## config.mk

```make
export PLATFORM = sky130hd
export DESIGN_NAME = trig_bank
export DESIGN_NICKNAME = d
export VERILOG_FILES = /design/src/rtl/hct_pkg.sv /design/src/rtl/hct_group_count.sv /design/src/rtl/hct_adder_tree.sv /design/src/rtl/hct_channel.sv /design/src/rtl/trig_bank.sv
export SDC_FILE = /design/constraint.sdc
export NUM_CORES = 1
export LEC_CHECK = 0
export BUFFER_PORTS_ARGS = -buffer_cell sky130_fd_sc_hd__buf_2
export CAP_MARGIN = 20
export CORE_MARGIN = 5
export CORE_UTILIZATION = 55
export DETAILED_ROUTE_END_ITERATION = 10
export PLACE_DENSITY = 0.8
export SKIP_LAST_GASP = 1
export SYNTH_ARGS = -nofsm -noshare
export SYNTH_HDL_FRONTEND = slang
export SYNTH_SLANG_ARGS = --single-unit
```

## constraint.sdc

```tcl
create_clock -name clk -period 7.95 [get_ports clk]
set_clock_uncertainty 0.05 [all_clocks]
set_input_delay 2.385 -clock clk [delete_from_list [all_inputs] [get_ports clk]]
set_output_delay 2.385 -clock clk [all_outputs]
set_load 0.02 [all_outputs]
```

## src/rtl/hct_pkg.sv

```systemverilog
package hct_pkg;
  localparam int HCT_HITS   = 36;
  localparam int HCT_GROUP  = 3;
  localparam int HCT_THR_W  = 6;
  localparam int HCT_N_CH   = 4;
  localparam int HCT_SUM_W  = $clog2(HCT_HITS + 1);
  localparam int HCT_GCNT_W = $clog2(HCT_GROUP + 1);
endpackage

```

## src/rtl/hct_group_count.sv

```systemverilog
module hct_group_count #(
  parameter int GROUP_W = 3,
  parameter int CNT_W   = $clog2(GROUP_W + 1)
) (
  input  logic [GROUP_W-1:0] bits_i,
  output logic [CNT_W-1:0]   cnt_o
);
  always_comb begin
    cnt_o = '0;
    for (int i = 0; i < GROUP_W; i++) begin
      cnt_o = cnt_o + CNT_W'(bits_i[i]);
    end
  end
endmodule

```

## src/rtl/hct_adder_tree.sv

```systemverilog
module hct_adder_tree #(
  parameter int N_IN  = 12,
  parameter int IN_W  = 2,
  parameter int SUM_W = 6
) (
  input  logic [N_IN*IN_W-1:0] terms_i,
  output logic [SUM_W-1:0]     sum_o
);
  localparam int LV = (N_IN > 1) ? $clog2(N_IN) : 0;

  for (genvar l = 0; l <= LV; l++) begin : g_lv
    localparam int CNT = (N_IN + (1 << l) - 1) >> l;
    logic [SUM_W-1:0] v [CNT];
    if (l == 0) begin : g_leaf
      for (genvar i = 0; i < CNT; i++) begin : g_t
        assign v[i] = SUM_W'(terms_i[i*IN_W +: IN_W]);
      end
    end else begin : g_node
      localparam int PCNT = (N_IN + (1 << (l - 1)) - 1) >> (l - 1);
      for (genvar i = 0; i < CNT; i++) begin : g_n
        if (2*i + 1 < PCNT) begin : g_add
          assign v[i] = g_lv[l-1].v[2*i] + g_lv[l-1].v[2*i+1];
        end else begin : g_pass
          assign v[i] = g_lv[l-1].v[2*i];
        end
      end
    end
  end

  assign sum_o = g_lv[LV].v[0];
endmodule

```

## src/rtl/hct_channel.sv

```systemverilog
module hct_channel #(
  parameter int N_HITS  = 36,
  parameter int GROUP_W = 3,
  parameter int THR_W   = 6
) (
  input  logic              clk,
  input  logic              rst,
  input  logic [N_HITS-1:0] hits_i,
  input  logic [THR_W-1:0]  thr_i,
  output logic              trig_o
);
  localparam int N_GRP  = (N_HITS + GROUP_W - 1) / GROUP_W;
  localparam int GCNT_W = $clog2(GROUP_W + 1);
  localparam int SUM_W  = $clog2(N_HITS + 1);
  localparam int CMP_W  = (SUM_W > THR_W) ? SUM_W : THR_W;

  logic [N_HITS-1:0]        hits_q;
  logic [N_GRP*GROUP_W-1:0] padded;
  logic [N_GRP*GCNT_W-1:0]  grp_cnt;
  logic [SUM_W-1:0]         total;
  logic                     trig_q;

  always_ff @(posedge clk) begin
    if (rst) hits_q <= '0;
    else     hits_q <= hits_i;
  end

  always_comb begin
    padded = '0;
    padded[N_HITS-1:0] = hits_q;
  end

  for (genvar g = 0; g < N_GRP; g++) begin : g_grp
    hct_group_count #(.GROUP_W(GROUP_W), .CNT_W(GCNT_W)) u_gc (
      .bits_i (padded[g*GROUP_W +: GROUP_W]),
      .cnt_o  (grp_cnt[g*GCNT_W +: GCNT_W])
    );
  end

  hct_adder_tree #(.N_IN(N_GRP), .IN_W(GCNT_W), .SUM_W(SUM_W)) u_tree (
    .terms_i (grp_cnt),
    .sum_o   (total)
  );

  always_ff @(posedge clk) begin
    if (rst) trig_q <= 1'b0;
    else     trig_q <= (CMP_W'(total) >= CMP_W'(thr_i));
  end

  assign trig_o = trig_q;

  // reset clears the trigger register
  a_r1_reset_clears: assert property (@(posedge clk) rst |=> !trig_q);

  // tree total equals an independent population count
  a_r7_count_exact: assert property (@(posedge clk) disable iff (rst)
    int'(total) == $countones(hits_q));

  // trigger follows captured count and threshold one edge later
  a_r2_latency_compare: assert property (@(posedge clk) disable iff (rst)
    !$past(rst) |-> (trig_q == ($countones($past(hits_q)) >= int'($past(thr_i)))));

  // zero threshold always fires
  a_r4_zero_fires: assert property (@(posedge clk) disable iff (rst)
    (!$past(rst) && $past(thr_i) == '0) |-> trig_q);

  // threshold beyond the input count never fires
  a_r5_over_silent: assert property (@(posedge clk) disable iff (rst)
    (!$past(rst) && int'($past(thr_i)) > N_HITS) |-> !trig_q);
endmodule

```

## src/rtl/trig_bank.sv

```systemverilog
module trig_bank
  import hct_pkg::*;
#(
  parameter int N_CH    = HCT_N_CH,
  parameter int N_HITS  = HCT_HITS,
  parameter int GROUP_W = HCT_GROUP,
  parameter int THR_W   = HCT_THR_W
) (
  input  logic                     clk,
  input  logic                     rst,
  input  logic [N_CH*N_HITS-1:0]   hits_i,
  input  logic [N_CH*THR_W-1:0]    thr_i,
  output logic [N_CH-1:0]          trig_o
);
  for (genvar c = 0; c < N_CH; c++) begin : g_ch
    hct_channel #(.N_HITS(N_HITS), .GROUP_W(GROUP_W), .THR_W(THR_W)) u_ch (
      .clk    (clk),
      .rst    (rst),
      .hits_i (hits_i[c*N_HITS +: N_HITS]),
      .thr_i  (thr_i[c*THR_W +: THR_W]),
      .trig_o (trig_o[c])
    );
  end

  // a channel with zero threshold fires regardless of its neighbours
  a_r6_ch0_independent: assert property (@(posedge clk) disable iff (rst)
    (!$past(rst) && $past(thr_i[THR_W-1:0]) == '0) |-> trig_o[0]);
endmodule

```

==> results by stage <==
Worst setup path:
- Data arrives at the worst endpoint at between 7 and 8 ns.
- The biggest fanout along the worst timing path is 2.
- The type of the worst setup path is register to register.
- The end of the worst register-to-register path is g_ch[3].u_ch.trig_o$_SDFF_PP0_.
- The flop-to-flop setup slack is between 1 and 1.5 ns.
- For the worst flop-to-flop path, the logic depth is 21.
- The endpoint kind of the worst setup timing path is a register.
- The origin of the critical flop-to-flop path is g_ch[3].u_ch.hits_q[3]$_SDFF_PP0_.
- Data on the critical path is required at its endpoint by between 8 and 9 ns.
- STA classifies the critical path startpoint as a register.

Global route:
- The global-route congestion overflow total is 0.
- The first global-routing pass estimated about 24 mm of wire.
- The via count of the first global-routing pass was roughly 5700.
- The pin count of the biggest net entering global routing is 85.
- In the global route stage, overall resource usage came out at between 15 and 20%.
- The initial antenna violation count is 1.

Synth:
- Counting distinct cell types in the post-synthesis netlist gives 21.
- The most repeated cell in the gate-level netlist after synthesis is sky130_fd_sc_hd__inv_1.
- The netlist area before placement is about 8500 sq um.
- The synthesized design devotes to its leading area cell type roughly a third of total area.
- The total of warnings raised by yosys is 0.
- The synthesized instance count is ~800.
- In the post-synthesis netlist, the biggest area contributors are sky130_fd_sc_hd__dfxtp_1 (35%), sky130_fd_sc_hd__fa_1 (26%), sky130_fd_sc_hd__inv_1 (11%).
- The commonest cells after synthesis are sky130_fd_sc_hd__inv_1 (244), sky130_fd_sc_hd__dfxtp_1 (148), sky130_fd_sc_hd__nor2b_1 (144).
- In this run, synthesis produced a sequential element count of 148.
- In the synthesized netlist the async set-or-reset flop fraction comes to 0%.
- The leading register cell type out of synthesis is sky130_fd_sc_hd__dfxtp_1.
- Sequential cells were found to cover 34.8% of the synthesized design area.
- The number of nets in the synthesized netlist is about 1200.
- The average size of a mapped cell is approximately 10 sq um.
- Counting flops with a built-in enable in the synthesized netlist gives 0.
- The largest total area in the synthesized netlist belongs to sky130_fd_sc_hd__dfxtp_1.

Timing:
- Setup repair after global routing left no endpoint under its margin.
- Setup violations remaining at the end of the flow were counted as 0.
- The number of endpoints with negative hold slack in the final report is 0.
- The final-layout setup total negative slack is 0 ns.
- The clock period could shrink to 6.86 ns.
- Final hold analysis gives a worst-case slack of between 1 and 1.5 ns.
- At the pin with the least slew margin, the transition time is about 0.82 ns.
- Of the available clock period, the critical path in the final layout requires 86.2%.
- The number of max-slew violations in the final report is 0.
- The achievable frequency is roughly 150 MHz.
- The worst slew slack as a fraction of its limit is a little under half.

Drt:
- Before antenna repair, the detailed router went through 4 iterations.
- The total wire length is roughly 14 mm.
- After detailed routing, the average wire length per cell comes to approximately 12 microns.
- The remaining design rule violation count is 0.
- The via density per instance is roughly 4.4.
- The number of routed nets with antenna violations is 0.
- The final route contains between 5000 and 6000 vias.
- After the first detailed-routing iteration, the DRC count stood at a little over 90.

Floorplanning:
- The effective utilization at floorplan is 56.0%.
- The total number of placement rows is between 40 and 50.
- The die boundary width is about 130 microns.
- The floorplan step defined a core boundary enclosing 15200 sq um.
- The die boundary height is between 100 and 150 microns.
- The die covers 18100 sq um.
- For this design the top-level I/O count stands at 174.

Power and ir drop:
- The worst-case IR drop observed on VDD is 0.265 mV.
- The final total power is between 4 and 5 mW.
- The total leakage power is about 5 nW.
- For this design the ratio of total power to cell area is approximately 400 nW/um^2.

Finish:
- The total of fill cells in the finished design is between 1000 and 1500.
- The post-synthesis to final-layout area growth is 17.9%.
- At the end of the flow, the number of nets in the layout was roughly 1300.
- Of the cells placed in the final design, the portion with a size suffix greater than 1 is roughly a fifth.
- The final design utilization is approximately two thirds.
- 0 antenna diodes ended up in the layout.

Flow run:
- Max-cap violations in this run came to 0.

Run status:
- The run finished with clean final reports.

Clock tree:
- For this design, the CTS-stage hold fixing added 0 buffers.
- The clock tree root buffer cell is sky130_fd_sc_hd__clkbuf_16.
- The number of sinks handled by clock tree synthesis is roughly 150.
- The CTS tree is built.
- The TritonCTS buffer count is 17.
- The maximum clock path buffer count is 2.
- Clock-pin slew was measured on the worst setup and hold paths at around 0.060 ns.
- At the later pin of the worst-skew pair, clock insertion delay measures 0.42 ns.
- The number of cells upsized or downsized after cts is 0.
- The H-tree was split into 4 levels.
- In this run the post-CTS setup repair buffer count came out at 0.

Worst hold path:
- The startpoint identified for the worst hold timing path is g_ch[1].u_ch.hits_q[9]$_SDFF_PP0_.
- The worst hold path belongs to the class register to register.
- The endpoint with the worst hold slack is g_ch[1].u_ch.trig_o$_SDFF_PP0_.
- The worst hold path was traced through 6 stages.

Placed design:
- The final estimated routing congestion in global placement is slightly below 0.9.
- During placement, the flow inserted port buffers numbering around 170.
- The HPWL after detailed placement is about 11 mm.
cell type report:
type / instances / area, sq um / area share [%]
clock buffers: 18 / 429 / 4.28
clock inverters: 12 / 87.6 / 0.873
inverters: 244 / 916 / 9.13
multi-input cells: 408 / 4530 / 45.1
flip-flops and latches: 148 / 2960 / 29.5
well taps: 188 / 235 / 2.34
repair buffers: 174 / 876 / 8.73
flip-flops by register name (all words and copies together) (netlist names):
| register | flops |
|---|---|
| g_ch.u_ch.hits_q | 144 |
| g_ch.u_ch.trig_o | 4 |
worst max-delay path by stage:
stage	startpoint	end	slack [ns]	cells past startpoint
2_1_floorplan	g_ch[3].u_ch.hits_q[3]$_SDFF_PP0_	g_ch[3].u_ch.trig_o$_SDFF_PP0_	1.38	21
3_3_place_gp	g_ch[3].u_ch.hits_q[3]$_SDFF_PP0_	g_ch[3].u_ch.trig_o$_SDFF_PP0_	1.26	21
3_5_place_dp	g_ch[3].u_ch.hits_q[3]$_SDFF_PP0_	g_ch[3].u_ch.trig_o$_SDFF_PP0_	1.14	21
4_1_cts	g_ch[3].u_ch.hits_q[3]$_SDFF_PP0_	g_ch[3].u_ch.trig_o$_SDFF_PP0_	1.09	21
5_1_grt	g_ch[3].u_ch.hits_q[3]$_SDFF_PP0_	g_ch[3].u_ch.trig_o$_SDFF_PP0_	0.76	21
6_report	g_ch[3].u_ch.hits_q[3]$_SDFF_PP0_	g_ch[3].u_ch.trig_o$_SDFF_PP0_	1.09	21
cells by family (layout without fill, tap and decap cells):
logic type,count (synthesis),in the layout,share of synthesized area (%)
AOI/OAI and AO/OA,40,40,3.04
xor gates and xnor gates,12,12,1.23
adders and majority gates,180,180,36.3
buffers and inverters,264,448,12.0
DFF,148,148,34.8
and+or+nand+nor,176,176,12.6
where the power goes:
part | switching [mW] | internal (mW)
Sequential | 0.0134 | 0.786
Clock | 0.308 | 0.394
Combinational | 1.34 | 1.20
worst max-delay path: stages, from the launching register on:
cell	delay, ns
sky130_fd_sc_hd__dfxtp_1	0.32
sky130_fd_sc_hd__inv_1	0.05
sky130_fd_sc_hd__fa_1	0.50
sky130_fd_sc_hd__fa_1	0.49
sky130_fd_sc_hd__inv_1	0.04
sky130_fd_sc_hd__ha_1	0.26
sky130_fd_sc_hd__inv_1	0.05
sky130_fd_sc_hd__fa_1	0.47
sky130_fd_sc_hd__fa_1	0.51
sky130_fd_sc_hd__fa_1	0.55
sky130_fd_sc_hd__fa_1	0.44
sky130_fd_sc_hd__fa_1	0.53
sky130_fd_sc_hd__fa_1	0.44
sky130_fd_sc_hd__fa_1	0.47
sky130_fd_sc_hd__fa_1	0.47
sky130_fd_sc_hd__nand2b_1	0.16
sky130_fd_sc_hd__a21oi_1	0.16
sky130_fd_sc_hd__xnor2_1	0.09
sky130_fd_sc_hd__ha_1	0.18
sky130_fd_sc_hd__a21o_1	0.16
sky130_fd_sc_hd__a211oi_1	0.22
sky130_fd_sc_hd__a211oi_1	0.10
metrics by stage:
step | cells | worst slack, ns | cell area (sq um)
6_report | 1192 | 1.09 | 10000
3_3_place_gp | 1162 | 1.26 | 9520
2_1_floorplan | 820 | 1.38 | 8510
5_1_grt | 1192 | 0.757 | 10000
4_1_cts | 1192 | 1.09 | 10000
3_5_place_dp | 1162 | 1.14 | 9520
metal layers:
| metal | routed length, microns | GRT usage, % | vias to the layer above |
|---|---|---|---|
| li1 | - | - | 2684 |
| met1 | 5560 | 19.4 | 2444 |
| met2 | 7180 | 29.8 | 132 |
| met3 | 868 | 4.39 | 29 |
| met4 | 308 | 6.33 | 2 |
| met5 | 7 | 0 | - |
placed cells by master (no fill, tap or decap), drive strengths merged, types with 5 or more instances in the layout:
master,synthesis,routed
clkinv,0,6
xnor2,8,8
clkinvlp,0,5
fa,112,112
clkbuf,2,18
a211oi,6,6
dfxtp,148,148
buf,18,174
a21oi,17,17
nor2b,144,144
ha,68,68
inv,244,245
nand2b,12,12
nor2,16,16
(Power assumes the default switching activity.)
